`src/rtl/fetch_pkg.sv`:
```
package fetch_pkg;

    // Controller states of the fetch stage.
    typedef enum logic [1:0] {
        ST_FETCH = 2'd0,   // issue one instruction per advancing cycle
        ST_SPAN  = 2'd1    // first half captured, reading the second word
    } fetch_state_e;

    // Width of the opcode-class field that selects the instruction size.
    localparam int unsigned LEN_CLASS_W = 2;

endpackage

```
`src/rtl/fetch_len_decode.sv`:
```
module fetch_len_decode
    import fetch_pkg::*;
#(
    parameter int unsigned OPW = 8
) (
    input  logic [OPW-1:0] opcode,
    output logic           is_long
);

    // Class 00 in the top bits marks a halfword instruction.
    always_comb begin
        is_long = (opcode[OPW-1 -: LEN_CLASS_W] != '0);
    end

endmodule

```
`src/rtl/fetch_ctrl.sv`:
```
module fetch_ctrl
    import fetch_pkg::*;
#(
    parameter int unsigned     PCW      = 32,
    parameter int unsigned     IW       = 32,
    parameter int unsigned     OPW      = 8,
    parameter logic [PCW-1:0]  RESET_PC = '0
) (
    input  logic           clk,
    input  logic           rst_n,
    input  logic           advance,
    input  logic           redirect,
    input  logic [PCW-1:0] redirect_pc,
    output logic [PCW-1:0] imem_addr,
    input  logic [IW-1:0]  imem_rdata,
    output logic           emit,
    output logic [IW-1:0]  emit_ir,
    output logic [PCW-1:0] emit_npc
);

    localparam int unsigned   HW         = IW / 2;
    localparam int unsigned   WB         = $clog2(IW / 8);
    localparam logic [PCW-1:0] HALF_BYTES = PCW'(HW / 8);
    localparam logic [PCW-1:0] FULL_BYTES = PCW'(IW / 8);

    fetch_state_e   state_q, state_d;
    logic [PCW-1:0] pc_q, pc_d;
    logic [HW-1:0]  buf_q, buf_d;
    logic           buf_v_q, buf_v_d;

    logic           odd;
    logic [HW-1:0]  hw_hi, hw_lo, lead_hw;
    logic           lead_long;
    logic [PCW-1:0] word_base;

    // Split the fetched word and pick the halfword that opens the instruction.
    always_comb begin
        odd       = pc_q[WB-1];
        hw_hi     = imem_rdata[IW-1:HW];
        hw_lo     = imem_rdata[HW-1:0];
        lead_hw   = odd ? (buf_v_q ? buf_q : hw_lo) : hw_hi;
        word_base = {pc_q[PCW-1:WB], {WB{1'b0}}};
        imem_addr = (odd && buf_v_q) ? (word_base + FULL_BYTES) : word_base;
    end

    fetch_len_decode #(
        .OPW (OPW)
    ) u_len (
        .opcode  (lead_hw[HW-1 -: OPW]),
        .is_long (lead_long)
    );

    // Next-state logic.
    always_comb begin
        state_d = state_q;
        unique case (state_q)
            ST_FETCH: begin
                if (odd && !buf_v_q && lead_long) begin
                    state_d = ST_SPAN;
                end
            end
            ST_SPAN: begin
                state_d = ST_FETCH;
            end
            default: begin
                state_d = ST_FETCH;
            end
        endcase
    end

    // Output and datapath logic per state.
    always_comb begin
        emit     = 1'b0;
        emit_ir  = '0;
        emit_npc = pc_q;
        buf_d    = buf_q;
        buf_v_d  = buf_v_q;
        unique case (state_q)
            ST_FETCH: begin
                if (!odd) begin
                    emit = 1'b1;
                    if (lead_long) begin
                        emit_ir  = {hw_hi, hw_lo};
                        emit_npc = pc_q + FULL_BYTES;
                        buf_v_d  = 1'b0;
                    end else begin
                        emit_ir  = {hw_hi, {HW{1'b0}}};
                        emit_npc = pc_q + HALF_BYTES;
                        buf_d    = hw_lo;
                        buf_v_d  = 1'b1;
                    end
                end else if (buf_v_q) begin
                    emit = 1'b1;
                    if (lead_long) begin
                        emit_ir  = {buf_q, hw_hi};
                        emit_npc = pc_q + FULL_BYTES;
                        buf_d    = hw_lo;
                        buf_v_d  = 1'b1;
                    end else begin
                        emit_ir  = {buf_q, {HW{1'b0}}};
                        emit_npc = pc_q + HALF_BYTES;
                        buf_v_d  = 1'b0;
                    end
                end else begin
                    if (lead_long) begin
                        buf_d   = hw_lo;
                        buf_v_d = 1'b1;
                    end else begin
                        emit     = 1'b1;
                        emit_ir  = {hw_lo, {HW{1'b0}}};
                        emit_npc = pc_q + HALF_BYTES;
                        buf_v_d  = 1'b0;
                    end
                end
            end
            ST_SPAN: begin
                emit     = 1'b1;
                emit_ir  = {buf_q, hw_hi};
                emit_npc = pc_q + FULL_BYTES;
                buf_d    = hw_lo;
                buf_v_d  = 1'b1;
            end
            default: begin
                buf_v_d = 1'b0;
            end
        endcase
        pc_d = emit ? emit_npc : pc_q;
    end

    // State register.
    always_ff @(posedge clk) begin
        if (!rst_n) begin
            state_q <= ST_FETCH;
        end else if (redirect) begin
            state_q <= ST_FETCH;
        end else if (advance) begin
            state_q <= state_d;
        end
    end

    // PC and halfword buffer.
    always_ff @(posedge clk) begin
        if (!rst_n) begin
            pc_q    <= RESET_PC;
            buf_q   <= '0;
            buf_v_q <= 1'b0;
        end else if (redirect) begin
            pc_q    <= {redirect_pc[PCW-1:1], 1'b0};
            buf_v_q <= 1'b0;
        end else if (advance) begin
            pc_q    <= pc_d;
            buf_q   <= buf_d;
            buf_v_q <= buf_v_d;
        end
    end

    AST_SPAN_ONE_CYCLE: assert property (@(posedge clk) disable iff (!rst_n)
        (state_q == ST_SPAN && advance && !redirect) |=> (state_q == ST_FETCH));

    AST_SPAN_ENTRY_ODD: assert property (@(posedge clk) disable iff (!rst_n)
        (state_q == ST_SPAN) |-> (odd && buf_v_q));

    AST_BUF_AT_ODD_PC: assert property (@(posedge clk) disable iff (!rst_n)
        buf_v_q |-> pc_q[WB-1]);

    AST_PC_EVEN: assert property (@(posedge clk) disable iff (!rst_n)
        pc_q[0] == 1'b0);

    AST_REDIRECT_FLUSH_BUF: assert property (@(posedge clk) disable iff (!rst_n)
        redirect |=> !buf_v_q);

endmodule

```
`src/rtl/fetch_outreg.sv`:
```
module fetch_outreg #(
    parameter int unsigned PCW = 32,
    parameter int unsigned IW  = 32,
    parameter int unsigned OPW = 8
) (
    input  logic           clk,
    input  logic           rst_n,
    input  logic           stall,
    input  logic           redirect,
    input  logic           emit,
    input  logic [IW-1:0]  emit_ir,
    input  logic [PCW-1:0] emit_npc,
    output logic           advance,
    output logic           out_valid,
    output logic [IW-1:0]  out_ir,
    output logic [PCW-1:0] out_npc
);

    localparam logic [PCW-1:0] HALF_BYTES = PCW'(IW / 16);
    localparam logic [PCW-1:0] FULL_BYTES = PCW'(IW / 8);

    always_comb begin
        advance = !out_valid || !stall;
    end

    always_ff @(posedge clk) begin
        if (!rst_n) begin
            out_valid <= 1'b0;
            out_ir    <= '0;
            out_npc   <= '0;
        end else if (redirect) begin
            out_valid <= 1'b0;
        end else if (advance) begin
            out_valid <= emit;
            if (emit) begin
                out_ir  <= emit_ir;
                out_npc <= emit_npc;
            end
        end
    end

    // Sequence tracker for the address-order check.
    logic           trk_ok;
    logic [PCW-1:0] trk_npc;
    logic           out_long;

    fetch_len_decode #(
        .OPW (OPW)
    ) u_chk_len (
        .opcode  (out_ir[IW-1 -: OPW]),
        .is_long (out_long)
    );

    always_ff @(posedge clk) begin
        if (!rst_n) begin
            trk_ok  <= 1'b0;
            trk_npc <= '0;
        end else if (redirect) begin
            trk_ok  <= 1'b0;
        end else if (out_valid && !stall) begin
            trk_ok  <= 1'b1;
            trk_npc <= out_npc;
        end
    end

    AST_REDIRECT_CLEARS_VALID: assert property (@(posedge clk) disable iff (!rst_n)
        redirect |=> !out_valid);

    AST_STALL_HOLDS: assert property (@(posedge clk) disable iff (!rst_n)
        (out_valid && stall && !redirect) |=>
            (out_valid && $stable(out_ir) && $stable(out_npc)));

    AST_SEQ_STEP: assert property (@(posedge clk) disable iff (!rst_n)
        (out_valid && trk_ok) |->
            (out_npc == trk_npc + (out_long ? FULL_BYTES : HALF_BYTES)));

    AST_SHORT_LOW_ZERO: assert property (@(posedge clk) disable iff (!rst_n)
        (out_valid && !out_long) |-> (out_ir[IW/2-1:0] == '0));

    AST_NPC_EVEN: assert property (@(posedge clk) disable iff (!rst_n)
        out_valid |-> (out_npc[0] == 1'b0));

endmodule

```
`src/rtl/fetch_stage.sv`:
```
module fetch_stage #(
    parameter int unsigned    PCW      = 32,
    parameter int unsigned    IW       = 32,
    parameter int unsigned    OPW      = 8,
    parameter logic [PCW-1:0] RESET_PC = '0
) (
    input  logic           clk,
    input  logic           rst_n,
    input  logic           stall,
    input  logic           redirect,
    input  logic [PCW-1:0] redirect_pc,
    output logic [PCW-1:0] imem_addr,
    input  logic [IW-1:0]  imem_rdata,
    output logic           out_valid,
    output logic [IW-1:0]  out_ir,
    output logic [PCW-1:0] out_npc
);

    logic           advance;
    logic           emit;
    logic [IW-1:0]  emit_ir;
    logic [PCW-1:0] emit_npc;

    fetch_ctrl #(
        .PCW      (PCW),
        .IW       (IW),
        .OPW      (OPW),
        .RESET_PC (RESET_PC)
    ) u_ctrl (
        .clk         (clk),
        .rst_n       (rst_n),
        .advance     (advance),
        .redirect    (redirect),
        .redirect_pc (redirect_pc),
        .imem_addr   (imem_addr),
        .imem_rdata  (imem_rdata),
        .emit        (emit),
        .emit_ir     (emit_ir),
        .emit_npc    (emit_npc)
    );

    fetch_outreg #(
        .PCW (PCW),
        .IW  (IW),
        .OPW (OPW)
    ) u_outreg (
        .clk       (clk),
        .rst_n     (rst_n),
        .stall     (stall),
        .redirect  (redirect),
        .emit      (emit),
        .emit_ir   (emit_ir),
        .emit_npc  (emit_npc),
        .advance   (advance),
        .out_valid (out_valid),
        .out_ir    (out_ir),
        .out_npc   (out_npc)
    );

    AST_RESET_IDLE: assert property (@(posedge clk)
        !rst_n |=> !out_valid);

endmodule

```
`config.mk`:
```
export PLATFORM = sky130hd
export DESIGN_NAME = fetch_stage
export DESIGN_NICKNAME = d
export VERILOG_FILES = /design/src/rtl/fetch_pkg.sv /design/src/rtl/fetch_len_decode.sv /design/src/rtl/fetch_ctrl.sv /design/src/rtl/fetch_outreg.sv /design/src/rtl/fetch_stage.sv
export SDC_FILE = /design/constraint.sdc
export NUM_CORES = 1
export LEC_CHECK = 0
export ABC_AREA = 0
export BUFFER_PORTS_ARGS = -buffer_cell sky130_fd_sc_hd__buf_4
export CAP_MARGIN = 20
export CELL_PAD_IN_SITES_DETAIL_PLACEMENT = 0
export CELL_PAD_IN_SITES_GLOBAL_PLACEMENT = 1
export CORE_ASPECT_RATIO = 1.2
export CORE_MARGIN = 5
export CORE_UTILIZATION = 41
export DETAILED_ROUTE_END_ITERATION = 6
export GPL_TIMING_DRIVEN = 0
export MAX_ROUTING_LAYER = met4
export PLACE_DENSITY = 0.82
export SLEW_MARGIN = 20
export SYNTH_ARGS = -nofsm -noshare
export SYNTH_HDL_FRONTEND = slang
export SYNTH_SLANG_ARGS = --single-unit
```
`constraint.sdc`:
```
create_clock -name clk -period 5.6 [get_ports clk]
set_clock_uncertainty 0.2 [all_clocks]
set_input_delay 0.28 -clock clk [delete_from_list [all_inputs] [get_ports clk]]
set_output_delay 0.28 -clock clk [all_outputs]
set_load 0.01 [all_outputs]
```
==> flow_summary.html <==
<table>
<tr><th>Metric</th><th>Value</th></tr>
<tr><th colspan="2">GRT</th></tr>
<tr><td>Number of global-route vias before repair</td><td>approximately 6600</td></tr>
<tr><td>Most heavily used metal layer in global routing</td><td>met2</td></tr>
<tr><td>Met3 usage in global routing</td><td>0.05151</td></tr>
<tr><td>Final global-route overflow total</td><td>0</td></tr>
<tr><td>Global-route wire length before repair</td><td>36940 um</td></tr>
<tr><td>Pin count of the biggest net entering global routing</td><td>17</td></tr>
<tr><td>Global routing usage summed across all routing layers</td><td>0.2838</td></tr>
<tr><td>Met1 GRT Util</td><td>0.3383</td></tr>
<tr><td>Initial antenna violation count</td><td>0</td></tr>
<tr><td>Met2 track demand over resource in global routing</td><td>0.4863</td></tr>
<tr><th colspan="2">Synthesis</th></tr>
<tr><td>Post-synthesis async set-or-reset flop share</td><td>0</td></tr>
<tr><td>Post-synth EDFFs</td><td>0</td></tr>
<tr><td>Avg Synthesized Cell Area</td><td>8.023 sq um</td></tr>
<tr><td>Multiplexer share of the synthesized area</td><td>0.02998</td></tr>
<tr><td>Register area share after synthesis</td><td>0.3764</td></tr>
<tr><td>Synth Area in XOR/XNOR</td><td>0.1064</td></tr>
<tr><td>Compound-gate portion of the synthesized area</td><td>0.2057</td></tr>
<tr><td>Leading cell types by total area after synthesis</td><td>sky130_fd_sc_hd__dfxtp_1, sky130_fd_sc_hd__xor2_1, sky130_fd_sc_hd__nor2_1, sky130_fd_sc_hd__xnor2_1, sky130_fd_sc_hd__o21ai_0</td></tr>
<tr><td>Number of warnings printed during yosys synthesis</td><td>0</td></tr>
<tr><td>Proportion of netlist area held by the largest area contributor</td><td>0.3764</td></tr>
<tr><td>Cell area after synthesis</td><td>approximately 6000 sq um</td></tr>
<tr><td>Dominant combinational cell family by area after synthesis</td><td>simple AND/OR/NAND/NOR gates</td></tr>
<tr><td>Post-synthesis share of cell area spent on and, or, nand and nor gates</td><td>0.2186</td></tr>
<tr><td>Cell type with the highest aggregate area in the netlist</td><td>sky130_fd_sc_hd__dfxtp_1</td></tr>
<tr><td>Gate count of the mapped netlist</td><td>749</td></tr>
<tr><td>#FFs+latches synth</td><td>about 110</td></tr>
<tr><td>Number of distinct library cells after synthesis</td><td>62</td></tr>
<tr><td>Most frequently used flop master after synthesis</td><td>sky130_fd_sc_hd__dfxtp_1</td></tr>
<tr><td>Arithmetic-cell share of the synthesized area counting full adders, half adders and majority gates</td><td>0.006246</td></tr>
<tr><th colspan="2">Critical path</th></tr>
<tr><td>Reg2reg start</td><td>u_ctrl.pc_q[1]</td></tr>
<tr><td>Capture instance of the worst register-to-register path</td><td>u_outreg.out_npc[9]</td></tr>
<tr><td>Sort of element at the start of the critical path</td><td>register</td></tr>
<tr><td>Worst Setup EP</td><td>imem_addr[22]</td></tr>
<tr><td>Element type at the critical path end</td><td>output pin</td></tr>
<tr><td>Internal reg-to-reg setup slack</td><td>2.63 ns</td></tr>
<tr><td>Required time of the critical path</td><td>about 5 ns</td></tr>
<tr><td>Data arrival time of the critical path</td><td>roughly 3 ns</td></tr>
<tr><td>CP max FO</td><td>10</td></tr>
<tr><td>Classification of the worst setup path</td><td>register to output pin</td></tr>
<tr><td>Reg2reg path depth</td><td>6</td></tr>
<tr><td>Beginning of the critical path</td><td>u_ctrl.pc_q[14]</td></tr>
<tr><th colspan="2">Min path</th></tr>
<tr><td>Worst min-delay path category</td><td>primary input to register</td></tr>
<tr><th colspan="2">Drt</th></tr>
<tr><td>Average routed wire per standard cell</td><td>around 20 um</td></tr>
<tr><td>Aggregate routed wire length</td><td>~24000 um</td></tr>
<tr><td>Number of DRC markers in iteration 0</td><td>~630</td></tr>
<tr><td>Vias</td><td>about 6800</td></tr>
<tr><td>Via count normalized by instance count</td><td>~5.8</td></tr>
<tr><td>Final ANT Viol Nets</td><td>0</td></tr>
<tr><td>TritonRoute pass-1 iters</td><td>7</td></tr>
<tr><td>DRC errors left</td><td>4</td></tr>
<tr><th colspan="2">Clocking</th></tr>
<tr><td>Number of H-tree levels</td><td>4</td></tr>
<tr><td>Cts repair resizes</td><td>0</td></tr>
<tr><td>Number of sinks handled by clock tree synthesis</td><td>~110</td></tr>
<tr><td>Skew-Pair Late Insertion Delay</td><td>approximately 0.43 ns</td></tr>
<tr><td>Number of buffers on the longest clock path</td><td>2</td></tr>
<tr><td>CTS clock-pin slew for the worst setup and hold paths</td><td>0.06 ns</td></tr>
<tr><td>Clock root buffer master</td><td>sky130_fd_sc_hd__clkbuf_16</td></tr>
<tr><td>Number of clock buffers inserted by TritonCTS</td><td>17</td></tr>
<tr><td>TritonCTS clock tree</td><td>yes</td></tr>
<tr><th colspan="2">Finish</th></tr>
<tr><td>Number of filler cells placed in the layout</td><td>between 1000 and 1500</td></tr>
<tr><td>Count of placed standard cells in the final layout, fillers left out</td><td>between 1000 and 1500</td></tr>
<tr><td>Share of cells above drive strength 1</td><td>0.2282</td></tr>
<tr><td>Most common cell after layout, fill and taps aside</td><td>sky130_fd_sc_hd__buf_4</td></tr>
<tr><td>Post-synthesis to final-layout area growth</td><td>42.47%</td></tr>
<tr><td>Commonest cells after routing, fill and taps aside</td><td>sky130_fd_sc_hd__buf_4, sky130_fd_sc_hd__dfxtp_1, sky130_fd_sc_hd__nor2_1, sky130_fd_sc_hd__nand2_1, sky130_fd_sc_hd__dlygate4sd3_1</td></tr>
<tr><td>Post-route standard cell area excluding fillers</td><td>between 8000 and 9000 sq um</td></tr>
<tr><td>Nets</td><td>approximately 1100</td></tr>
<tr><th colspan="2">STA</th></tr>
<tr><td>Number of max-slew violations in the final report</td><td>0</td></tr>
<tr><td>Unrepaired setup endpoints after global routing</td><td>false</td></tr>
<tr><td>Final Hold Vio Count</td><td>1</td></tr>
<tr><td>Worst max-slew margin expressed relative to the limit</td><td>0.3815</td></tr>
<tr><td>Final setup violating endpoints</td><td>0</td></tr>
<tr><td>Fin crit share</td><td>0.6063</td></tr>
<tr><td>Sum of negative setup slack</td><td>0 ns</td></tr>
<tr><td>Pin slew with the least headroom to its limit</td><td>around 0.9 ns</td></tr>
<tr><td>Shortest period the worst path allows</td><td>roughly 3.4 ns</td></tr>
<tr><td>Final hold slack</td><td>-0.003886 ns</td></tr>
<tr><td>Peak clock frequency supported by timing</td><td>about 0.3 GHz</td></tr>
<tr><th colspan="2">Floorplanning</th></tr>
<tr><td>Die X-Extent</td><td>about 120 um</td></tr>
<tr><td>Floorplan core area</td><td>about 14000 sq um</td></tr>
<tr><td>Vertical die dimension</td><td>approximately 140 um</td></tr>
<tr><td>Area of the die</td><td>~17000 sq um</td></tr>
<tr><td>Top-level I/O count</td><td>approximately 170</td></tr>
<tr><td>Initial core utilization</td><td>0.4169</td></tr>
<tr><td>Number of rows created at floorplan</td><td>48</td></tr>
<tr><th colspan="2">Status</th></tr>
<tr><td>Violated checks</td><td>DRC, hold timing</td></tr>
<tr><td>Outcome</td><td>complete, but fails checks</td></tr>
<tr><th colspan="2">Place</th></tr>
<tr><td>Quantity of I/O buffers inserted on ports</td><td>160</td></tr>
<tr><td>Count of placed standard cells including taps</td><td>roughly 1100</td></tr>
<tr><td>HPWL Detailed</td><td>between 15000 and 20000 um</td></tr>
<tr><td>Final RePlAce weighted congestion</td><td>between 0.9 and 1</td></tr>
<tr><td>Placed Area</td><td>7437 sq um</td></tr>
<tr><th colspan="2">Pwr</th></tr>
<tr><td>Power Density</td><td>292.5 nW/um^2</td></tr>
<tr><td>Standby leakage power</td><td>approximately 3.6 nW</td></tr>
<tr><td>Worst IR drop on VDD</td><td>around 230 uV</td></tr>
<tr><th colspan="2">Run</th></tr>
<tr><td>Max-Cap Viols</td><td>0</td></tr>
</table>
## cell type report
cell class / count / area [sq um] / share of cell area
inverters: 5 / 18.77 / 0.002192
well taps: 175 / 219.0 / 0.02557
repair buffers: 216 / 1762 / 0.2058
multi-input cells: 560 / 3418 / 0.3992
flip-flops and latches: 113 / 2262 / 0.2642
clock inverters: 15 / 136.4 / 0.01593
clock buffers: 17 / 425.4 / 0.04969
plain buffers: 73 / 317.8 / 0.03712
diodes: 1 / 2.502 / 0.0002923
## synthesized netlist by cell type (all sizes together) (2+ instances only)
master	count
a2111oi	4
a211oi	17
a21oi	45
a221oi	19
a222oi	14
a31oi	4
and2	5
and3	10
and4	5
buf	27
clkbuf	46
dfxtp	113
ha	3
inv	5
mux2i	18
nand2	60
nand2b	3
nand3	28
nand4	20
nor2	93
nor2b	2
nor3	37
nor4	4
o211ai	4
o21ai	53
o22ai	9
o31a	2
o31ai	3
or2	2
or3	4
or4	2
xnor2	33
xor2	40
## cells by family after synthesis
group           Yosys count
other cells               1
flops                   113
fa+ha+maj                 3
xor+xnor                 73
buf+inv                  78
simple gates            277
mux                      18
compound gates          186
## power breakdown
part	switching, mW	total [mW]	leakage, nW	internal (mW)
clock network	0.424	1.03	0.254	0.611
registers	0.0419	0.913	0.931	0.871
logic	0.316	0.557	2.37	0.242
total	0.781	2.50	3.56	1.72
## worst min-delay path by stage
| stage | startpoint | end | cells after the start |
|---|---|---|---|
| global placement | u_outreg.out_npc[26] | u_outreg.out_npc[26] | 2 |
| finish | imem_rdata[24] | u_outreg.out_ir[8] | 3 |
| CTS | rst_n | u_ctrl.pc_q[31] | 3 |
| floorplan | redirect_pc[2] | u_ctrl.pc_q[2] | 2 |
| detailed placement | u_outreg.out_npc[26] | u_outreg.out_npc[26] | 2 |
| global route | imem_rdata[24] | u_outreg.out_ir[8] | 3 |
## worst max-delay path: stages (launching register included)
cell	delay (ns)
sky130_fd_sc_hd__dfxtp_1	0.38
sky130_fd_sc_hd__buf_2	0.30
sky130_fd_sc_hd__nand4_1	0.36
sky130_fd_sc_hd__nor4_2	0.76
sky130_fd_sc_hd__nand2_1	0.21
sky130_fd_sc_hd__nor2_1	0.16
sky130_fd_sc_hd__xor2_1	0.18
sky130_fd_sc_hd__buf_4	0.15
## stage by stage
step / utilization / total power [mW] / worst slack, ns
after floorplan: - / 1.206 / 3.296
after global placement: 0.5160 / 1.441 / 2.660
after detailed placement: 0.5160 / 1.449 / 2.638
after CTS: 0.5938 / 2.506 / 2.224
after global routing: 0.5938 / 2.607 / 2.081
final: 0.5940 / 2.505 / 2.205
## state kept, by name (all words and copies together), names as in the netlist
register and flops:
u_ctrl.buf_q 16, u_ctrl.buf_v_q 1, u_ctrl.pc_q 31, u_ctrl.state_q 1, u_outreg.out_ir 32, u_outreg.out_npc 31
u_outreg.out_valid 1
## per-layer routing
layer | vias up | routed length (um)
li1 | 3168 | -
met1 | 3249 | 9539
met2 | 303 | 12240
met3 | 42 | 1554
met4 | 0 | 538
met5 | - | 0
## what timing repair did
item	4_1_cts	5_1_grt
hold buffers	56	0
hold endpoints to repair	57	0
setup buffers	0	0
No activity file was read; power rests on OpenSTA's default activity.
